==> config.mk <==
export PLATFORM = sky130hd
export DESIGN_NAME = ssram_rdproto
export DESIGN_NICKNAME = d
export VERILOG_FILES = /design/src/rtl/ssram_rdproto_pkg.sv /design/src/rtl/ssram_mode_cap.sv /design/src/rtl/ssram_front.sv /design/src/rtl/ssram_array.sv /design/src/rtl/ssram_outstage.sv /design/src/rtl/ssram_rdproto.sv
export SDC_FILE = /design/constraint.sdc
export NUM_CORES = 1
export LEC_CHECK = 0
export BUFFER_PORTS_ARGS = -buffer_cell sky130_fd_sc_hd__buf_2
export CORE_MARGIN = 2
export CORE_UTILIZATION = 55
export DETAILED_ROUTE_END_ITERATION = 16
export PLACE_DENSITY = 0.69
export SLEW_MARGIN = 25
export SYNTH_ARGS = -nofsm -noshare
export SYNTH_HDL_FRONTEND = slang
export SYNTH_SLANG_ARGS = --single-unit
==> constraint.sdc <==
create_clock -name clk -period 2.58 [get_ports clk]
set_input_delay 0.129 -clock clk [delete_from_list [all_inputs] [get_ports clk]]
set_output_delay 0.129 -clock clk [all_outputs]
set_load 0.05 [all_outputs]
==> src/rtl/ssram_rdproto_pkg.sv <==
`timescale 1ns/1ps
// Shared types for the selectable-timing SRAM.
// Assumes: mode code {a,b} with 11 reserved.
package ssram_rdproto_pkg;
    typedef enum logic [1:0] {
        PROTO_REG  = 2'd0,   // data after next rising edge
        PROTO_FLOW = 2'd1,   // data straight from array
        PROTO_FALL = 2'd2    // data after next falling edge
    } proto_e;

    // Map the pin pair to a timing; reserved falls back to registered.
    function automatic proto_e decode_mode(input logic pin_a, input logic pin_b);
        case ({pin_a, pin_b})
            2'b00:   return PROTO_FLOW;
            2'b10:   return PROTO_FALL;
            default: return PROTO_REG;
        endcase
    endfunction
endpackage

==> src/rtl/ssram_mode_cap.sv <==
`timescale 1ns/1ps
// Mode capture: follows the pins while reset is low, frozen afterwards.
// Assumes: the pins are static during operation; later changes are ignored.
module ssram_mode_cap
    import ssram_rdproto_pkg::*;
(
    input  logic   clk,
    input  logic   rst_n,
    input  logic   mode_a,
    input  logic   mode_b,
    output proto_e proto,
    output logic   mode_err
);
    // Sample the pins during reset, hold after release.
    always_ff @(posedge clk) begin
        if (!rst_n) begin
            proto    <= decode_mode(mode_a, mode_b);
            mode_err <= mode_a & mode_b;
        end
    end

    // timing stays fixed once reset is released.
    a_r2_mode_frozen: assert property (@(posedge clk) disable iff (!rst_n)
        rst_n |=> $stable(proto));
    // the reserved-code flag is sticky until reset.
    a_r1_err_sticky: assert property (@(posedge clk) disable iff (!rst_n)
        mode_err |=> mode_err);
endmodule

==> src/rtl/ssram_front.sv <==
`timescale 1ns/1ps
// Input register stage: captures address and read request on the rising edge.
// Assumes: a read is ce high with we low at the capture edge.
module ssram_front #(
    parameter int AW = 6
) (
    input  logic          clk,
    input  logic          rst_n,
    input  logic [AW-1:0] addr,
    input  logic          ce,
    input  logic          we,
    output logic [AW-1:0] addr_q,
    output logic          rd_q
);
    // Register the address and the read request.
    always_ff @(posedge clk) begin
        if (!rst_n) begin
            addr_q <= '0;
            rd_q   <= 1'b0;
        end else begin
            addr_q <= addr;
            rd_q   <= ce & ~we;
        end
    end
endmodule

==> src/rtl/ssram_array.sv <==
`timescale 1ns/1ps
// Storage array: writes at the rising edge, combinational read port.
// Assumes: the read address comes from the input register stage.
module ssram_array #(
    parameter int AW = 6,
    parameter int DW = 16
) (
    input  logic          clk,
    input  logic          wr_en,
    input  logic [AW-1:0] wr_addr,
    input  logic [DW-1:0] wr_data,
    input  logic [AW-1:0] rd_addr,
    output logic [DW-1:0] rd_data
);
    localparam int DEPTH = 1 << AW;

    logic [DW-1:0] mem [DEPTH];

    // Store the word on the capture edge.
    always_ff @(posedge clk) begin
        if (wr_en) mem[wr_addr] <= wr_data;
    end

    // Array access modelled as a plain read of the registered address.
    always_comb rd_data = mem[rd_addr];
endmodule

==> src/rtl/ssram_outstage.sv <==
`timescale 1ns/1ps
// Output stage: presents the array word on one of three timings.
// Assumes: proto is static after reset; rd_q is a rising-edge register.
module ssram_outstage
    import ssram_rdproto_pkg::*;
#(
    parameter int DW = 16
) (
    input  logic          clk,
    input  logic          rst_n,
    input  proto_e        proto,
    input  logic          rd_q,
    input  logic [DW-1:0] arr_data,
    output logic          st_valid,
    output logic [DW-1:0] st_data
);
    logic          reg_v, fall_v;
    logic [DW-1:0] reg_d, fall_d;
    logic [DW-1:0] flow_d;

    // Flow-through word: zero when no read is pending.
    always_comb flow_d = rd_q ? arr_data : '0;

    // Registered path: one rising edge after capture.
    always_ff @(posedge clk) begin
        if (!rst_n) begin
            reg_v <= 1'b0;
            reg_d <= '0;
        end else begin
            reg_v <= rd_q;
            reg_d <= flow_d;
        end
    end

    // Falling-edge path: the falling edge after capture.
    always_ff @(negedge clk) begin
        if (!rst_n) begin
            fall_v <= 1'b0;
            fall_d <= '0;
        end else begin
            fall_v <= rd_q;
            fall_d <= flow_d;
        end
    end

    // Select the path fixed at start-up.
    always_comb begin
        case (proto)
            PROTO_FLOW: begin st_valid = rd_q;   st_data = flow_d; end
            PROTO_FALL: begin st_valid = fall_v; st_data = fall_d; end
            default:    begin st_valid = reg_v;  st_data = reg_d;  end
        endcase
    end

    // a captured read shows up one rising edge later with the array word.
    a_r4_reg_follows: assert property (@(posedge clk) disable iff (!rst_n)
        rd_q |=> (reg_v && reg_d == $past(arr_data)));
    // no read at capture means no valid on the registered path.
    a_r8_idle_clears: assert property (@(posedge clk) disable iff (!rst_n)
        !rd_q |=> !reg_v);
endmodule

==> src/rtl/ssram_rdproto.sv <==
`timescale 1ns/1ps
// Top: synchronous SRAM with read timing chosen at reset.
// Assumes: mode pins valid while rst_n is low; oe acts without the clock.
module ssram_rdproto
    import ssram_rdproto_pkg::*;
#(
    parameter int AW = 6,
    parameter int DW = 16
) (
    input  logic          clk,
    input  logic          rst_n,
    input  logic [AW-1:0] addr,
    input  logic          ce,
    input  logic          we,
    input  logic [DW-1:0] wdata,
    input  logic          oe,
    input  logic          mode_a,
    input  logic          mode_b,
    output logic [DW-1:0] rdata,
    output logic          rvalid,
    output logic          mode_err
);
    proto_e        proto;
    logic [AW-1:0] addr_q;
    logic          rd_q;
    logic [DW-1:0] arr_data;
    logic          st_valid;
    logic [DW-1:0] st_data;
    logic          wr_en;

    always_comb wr_en = ce & we;

    ssram_mode_cap u_mode (
        .clk(clk), .rst_n(rst_n), .mode_a(mode_a), .mode_b(mode_b),
        .proto(proto), .mode_err(mode_err)
    );

    ssram_front #(.AW(AW)) u_front (
        .clk(clk), .rst_n(rst_n), .addr(addr), .ce(ce), .we(we),
        .addr_q(addr_q), .rd_q(rd_q)
    );

    ssram_array #(.AW(AW), .DW(DW)) u_array (
        .clk(clk), .wr_en(wr_en), .wr_addr(addr), .wr_data(wdata),
        .rd_addr(addr_q), .rd_data(arr_data)
    );

    ssram_outstage #(.DW(DW)) u_out (
        .clk(clk), .rst_n(rst_n), .proto(proto), .rd_q(rd_q),
        .arr_data(arr_data), .st_valid(st_valid), .st_data(st_data)
    );

    // Asynchronous output enable gate.
    always_comb begin
        rvalid = oe & st_valid;
        rdata  = rvalid ? st_data : '0;
    end

    // a word written at an edge is what the array reads after it.
    a_r3_write_visible: assert property (@(posedge clk) disable iff (!rst_n)
        (ce && we) |=> arr_data == $past(wdata));
endmodule

==> results of run 1 <==
metrics by stage:
step / area [sq um] / worst slack, ns / TNS [ns] / hold WS, ns
5_1_grt: 50400 / -0.927 / -28.54 / 0.00399
3_3_place_gp: 45000 / -1.27 / -21.16 / 0.416
3_5_place_dp: 45000 / -1.26 / -21.82 / 0.433
6_report: 50400 / -0.876 / -26.35 / 0.00470
4_1_cts: 50100 / -0.869 / -26.56 / 0.00396
2_1_floorplan: 41300 / -0.562 / -10.14 / 0.205
cells in the final DEF, fill, tap and decap left out, drive strengths merged, types with 2 or more instances in the layout:
| master | count |
|---|---|
| nand3b | 5 |
| inv | 24 |
| a21oi | 31 |
| and2 | 8 |
| clkbuf | 125 |
| or3b | 4 |
| clkinv | 45 |
| nand3 | 35 |
| edfxtp | 1027 |
| or3 | 2 |
| buf | 375 |
| nor2b | 5 |
| nor2 | 70 |
| o21ai | 17 |
| mux4 | 256 |
| nand2b | 18 |
| clkinvlp | 5 |
| a221oi | 16 |
| dfxtp | 41 |
| bufinv | 20 |
| o22ai | 64 |
| ha | 2 |
| nor3 | 3 |
| nand2 | 16 |
| mux2i | 64 |
| and3 | 2 |
| a22oi | 32 |
| nor4 | 16 |
| dlygate4sd3 | 18 |
flip-flops by register name (all words and copies together), names as in the netlist, named ones only:
signal           flops
u_array.mem       1024
u_front.rd_q         1
u_mode.mode_err      1
u_mode.proto         2
u_out.fall_d        16
u_out.fall_v         1
u_out.reg_d         16
u_out.reg_v          1
per-layer routing:
layer  routed length, um  global-route usage (%)  vias up
met5                   0                       0        -
met4                3380                    8.33        0
met3                9480                    4.84      175
met2               50500                    42.7     1194
met1               40200                    39.1    11300
li1                    -                       -     8663
power groups by stage:
| stage | clock (W) | sequential, W | combinational, W |
|---|---|---|---|
| finish | 0.0158 | 0.0191 | 0.00269 |
| global route | 0.0167 | 0.0191 | 0.00280 |
| CTS | 0.0160 | 0.0191 | 0.00260 |
| detailed placement | 0.0000427 | 0.0195 | 0.00229 |
| global placement | 0.0000427 | 0.0195 | 0.00225 |
| floorplan | 0.0000427 | 0.0195 | 0.00116 |
area by class of cell:
| class | count | area [sq um] | share of cell area, % |
|---|---|---|---|
| antenna | 1 | 2.50 | 0.00497 |
| tap | 959 | 1200 | 2.38 |
| multi-input combinational | 669 | 9650 | 19.2 |
| clock buffer | 122 | 2780 | 5.51 |
| inverter | 5 | 18.8 | 0.0373 |
| clock inverter | 89 | 867 | 1.72 |
| sequential | 1068 | 31700 | 62.9 |
| timing repair buffer | 397 | 4170 | 8.29 |
worst register-to-register path, stage by stage (launching register included):
cell and delay (ns):
dfxtp_4 0.37, buf_12 0.16, buf_12 0.15, buf_12 0.13, mux4_2 0.55, o22ai_4 0.21, buf_6 0.14, nor4_4 0.04
buf_4 0.17, nand2b_1 0.09, a21oi_2 0.06
logic make-up after synthesis:
family	Yosys count	share of synthesized area, %
AO/OA/AOI/OAI	162	2.65
buffers and inverters	112	1.81
flip-flops	1068	77.4
AND/OR/NAND/NOR	185	2.30
adder cells (fa/ha/maj)	2	0.0612
multiplexers	320	15.7
final timing paths:
path / startpoint / endpoint / slack, ns / depth (start not counted)
setup / recovery: register / u_out.fall_d[13]$_DFF_N_ / -0.88 / 10
setup reg to reg: register / u_out.fall_d[13]$_DFF_N_ / -0.88 / 10
hold reg to reg: register / u_out.reg_d[5]$_DFF_P_ / 0.69 / 3
hold / removal: wdata[11] / u_array.mem[11][11]$_DFFE_PP_ / 0.005 / 1
timing repair:
item                       in CTS  in global routing
resized for setup             174                 39
cloned                          7                  3
buffers inserted               30                 10
pin swaps                      47                 28
hold buffers                   18                  0
setup endpoints to repair      33                 33
hold endpoints to repair      125                  0
==> impl_metrics.yaml, run 1 <==
floorplan:
  die_w_um: 277
  die_area_sq_um: 76500
  core-area_sq_um: 73300
  core.rowCount: 99
  fp.dieH_um: 277
  initial_core_util_pct: 55.8
  ios: 47
yosys:
  ys_types: 39
  synth-edff-count: 1027
  syn_inst: 1849
  synth_top_area_cell: "edfxtp_1"
  seq_area_frac_synth_pct: 77.4
  yosysTopAreaCellShare_pct: 75.4
  synthTopCellsByArea: "edfxtp_1, mux4_2, dfxtp_1, mux2i_1, o22ai_1"
  ys_top_cells_by_count: "edfxtp_1, mux4_2, nor2_1"
  avgSynthCellArea_sq_um: 22.1
  synth_most_common_cell: "edfxtp_1"
  synth_flop_cell: "edfxtp_1"
  synth_area_sq_um: 40900
  synth_seq_cells: 1068
  yosys_warnings: 0
  syn_nets: 1880
  async_reset_ff_share_pct: 0
global_routing:
  track_usage_pct: 27.0
  grt_max_degree: 65
  antenna_found_initial: 2
  grt_pass1_vias: 21200
  grt_overflow: 0
  grt_pass1_wl_mm: 149
run:
  maxCapViolations: 0
drt:
  route.vias.total: 21300
  wl_per_cell_um: 31.3
  drt_first_pass_iters: 5
  ant_nets: 0
  drc: 0
  drtIter0Drc: 2734
  drt-total-wl_mm: 104
  viasPerCell: 6.45
timing:
  tightest_slew_ns: 0.970
  hold_viol: 0
  final_max_slew_viol_count: 0
  fin_ws_ns: -0.876
  skew_ns: 0.0400
  rsz0062_at_grt: "yes"
  setup_viol: 33
  maxSlewHeadroom_pct: 35.3
finish:
  area_growth_pct: 23.2
  finalNonFillerCells: 3310
  drive_gt1_share_pct: 40.6
  fin_util_pct: 68.7
  fillers: 4441
  nNetsFinal: 2293
hold_path:
  holdCritPathClass: "in2reg"
setup_path:
  crit_chain: "buf_12, buf_12, buf_12, mux4_2, o22ai_4, buf_6, nor4_4, buf_4, nand2b_1, a21oi_2"
  cp_num_buf_inv: 5
  required_ns: 1.84
  critical-path-top-delay-family: "buffers and inverters"
  arrival_ns: 2.71
  cp_slowest_stage_delay_ns: 0.55
  path_common_cell: "buf_12"
  path_max_fanout: 9
  crit_slowest_cell: "mux4_2"
  cp-start-kind: "register"
  path_class: "reg2reg"
  crit_path_end_kind: "register"
pwr:
  power_density_nw_per_um2: 748
  pwr-share-comb_pct: 7.1
  ir_drop_mv: 0.819
  power.internal_w: 0.0297
  seqPwrFrac_pct: 50.8
  power_w: 0.0377
  pwr-share-clk_pct: 42.1
  p_leak_nw: 16.2
  switching_power_w: 0.00793
  switching_share_pct: 21.1
cts:
  cts_buffer_depth: 3
  cts_tree: "done"
  cts.sinks: 1068
  clockRootBuffer: "clkbuf_16"
  path_clk_slew_ns: 0.06
  htree_levels: 3
  cts_buffers: 104
  clk_latency_ns: 0.68
placement:
  portBuffers: 46
  place_inst: 3048
  gp_congestion: 0.838
  hpwl_mm: 61.5
outcome:
  status: "complete, but fails checks"
  failed_checks: "setup timing"
Note: power is estimated with default switching activity, not from simulation.
==> run 2, diff against run 1 <==
SETUP_SLACK_MARGIN = 0.3   (was unset)
==> run 2 against run 1 <==
  * The flow finishes with violations (hold timing, setup timing)
  * Critical endpoint is now u_out.fall_d[8]$_DFF_N_
  * Flip-flop and latch count stayed put
  * Setup slack worse by 0.11 ns
  * Count of clock-buffer cells in the layout is 1 higher
  * Clock power is essentially flat
  * Register-to-register slack got worse by 0.11 ns
  * Final cell count grew 1.0%
==> impl_metrics.yaml, run 2 (synthesized netlist as in run 1, its figures left out) <==
timing:
  hold_viol: 2
  tightest_slew_ns: 0.931
  skew_ns: 0.0493
  hold_ws_ns: -0.00242
  maxSlewHeadroom_pct: 37.9
  rsz0062_at_grt: "yes"
  final_max_slew_viol_count: 0
  setup_viol: 33
  fin_ws_ns: -0.985
setup_path:
  path_class: "reg2reg"
  path_max_fanout: 7
  critical-path-top-delay-family: "buffers and inverters"
  crit_slowest_cell: "dfxtp_4"
  crit_chain: "buf_12, buf_6, buf_12, buf_16, buf_12, mux4_2, o22ai_2, nor4_4, nand2b_1, a21oi_1"
  arrival_ns: 2.85
  required_ns: 1.86
  cp_num_buf_inv: 5
  reg2reg_slack_ns: -0.98
  worstRegToRegCells: 10
  r2r_end: "u_out.fall_d[8]$_DFF_N_"
  cp_slowest_stage_delay_ns: 0.36
  crit_path_end_kind: "register"
  cp-start-kind: "register"
  path_common_cell: "buf_12"
finish:
  final_common_cell: "edfxtp_1"
  largest_reg_flops: 1024
  reg.largest.list: "u_array.mem: 1024 flops, u_out.fall_d: 16 flops, u_out.reg_d: 16 flops"
  fin_util_pct: 68.6
  drive_gt1_share_pct: 40.8
  regArea_sq_um: 31700
  fillers: 4496
  final_cell_mix: "edfxtp_1, buf_4, mux4_2, clkbuf_16, buf_12"
  regMostFlops: "u_array.mem"
  area_growth_pct: 23.0
  finalNonFillerCells: 3343
  nNetsFinal: 2331
  multiInputGateArea_sq_um: 9510
global_routing:
  grt_overflow: 0
  track_usage_pct: 27.1
  grt_max_degree: 65
  antenna_found_initial: 1
  grt_pass1_vias: 21500
  busiest_layer: "met2"
  use_met3_pct: 6.13
  grt_pass1_wl_mm: 149
  grtUsageMet2_pct: 41.7
  grt_use_met1_pct: 39.7
pwr:
  power_w: 0.0373
  power_density_nw_per_um2: 741
  p_leak_nw: 16.3
  ir_drop_mv: 0.599
floorplan:
  die_area_sq_um: 76500
  core-area_sq_um: 73300
  ios: 47
  initial_core_util_pct: 55.8
  fp.dieH_um: 277
  core.rowCount: 99
  die_w_um: 277
drt:
  drt-total-wl_mm: 104
  viasPerCell: 6.41
  route.vias.total: 21400
  wl_per_cell_um: 31.1
  drc: 0
  drt_first_pass_iters: 6
  ant_nets: 0
  drtIter0Drc: 2914
hold_path:
  holdCritStartpoint: "wdata[3]"
  min_path_cells: 1
  holdPathEnd: "u_array.mem[24][3]$_DFFE_PP_"
  holdCritPathClass: "in2reg"
cts:
  cts_tree: "done"
  cts.sinks: 1068
  clk_latency_ns: 0.69
  path_clk_slew_ns: 0.06
  htree_levels: 3
  clockRootBuffer: "clkbuf_16"
  cts_buffer_depth: 3
  cts_buffers: 105
placement:
  place_inst: 3088
  portBuffers: 46
  hpwl_mm: 63.5
  gp_congestion: 0.858
run:
  maxCapViolations: 0
outcome:
  status: "complete, but fails checks"
  failed_checks: "hold timing, setup timing"
run 2: changes by cell type in the layout (fill, tap and decap cells not counted), sizes merged:
cell / change
buf: +39
bufinv: -6
dlygate4sd3: -3
clkbuf: +3
bufbuf: -1
clkinv: -1
inv: +2
run 2: worst max-delay path by stage:
stage / cells after the start / slack [ns] / from / to
3_3_place_gp: 8 / -1.41 / register / u_out.fall_d[0]$_DFF_N_
5_1_grt: 10 / -1.03 / register / u_out.fall_d[8]$_DFF_N_
6_report: 10 / -0.98 / register / u_out.fall_d[8]$_DFF_N_
3_5_place_dp: 8 / -1.41 / register / u_out.fall_d[0]$_DFF_N_
2_1_floorplan: 9 / -0.56 / register / u_out.fall_d[14]$_DFF_N_
4_1_cts: 8 / -0.94 / register / u_out.fall_d[4]$_DFF_N_
run 2: report_power, final:
part           switching [W]  leakage (nW)  internal, W  total (W)
registers          0.0000396          9.57       0.0191     0.0191
clock network        0.00647          1.81      0.00900     0.0155
logic                0.00148          4.95      0.00120    0.00268
run 2: layer usage:
metal	share of wire [%]	vias to the layer above
li1	-	8759
met1	40	11300
met2	47	1244
met3	10	174
met4	2.8	0
met5	0	-
run 2: final cells by class:
cell class                      instances  share of cell area, %
Clock inverter                         84                   1.53
Sequential cell                      1068                   63.0
Antenna cell                            1                0.00498
Inverter                                5                 0.0373
Tap cell                              959                   2.39
Multi-Input combinational cell        669                   18.9
Clock buffer                          123                   5.50
Timing Repair Buffer                  434                   8.63
run 2: metrics by stage:
stage | instance area (sq um) | setup WS, ns | TNS [ns]
final | 50300 | -0.985 | -28.03
after global routing | 50300 | -1.03 | -29.91
after CTS | 49600 | -0.935 | -28.27
after detailed placement | 45200 | -1.41 | -24.72
after global placement | 45200 | -1.41 | -23.75
after floorplan | 41300 | -0.562 | -11.30
run 2: repair_timing:
item                                    4_1_cts  5_1_grt
endpoints found under the setup margin       46       39
cloned                                        2        5
setup buffers                                12       14
endpoints found under the hold margin        26        0
hold buffers                                 15        0
pin swaps                                     5       28
gates resized for setup                     100       79
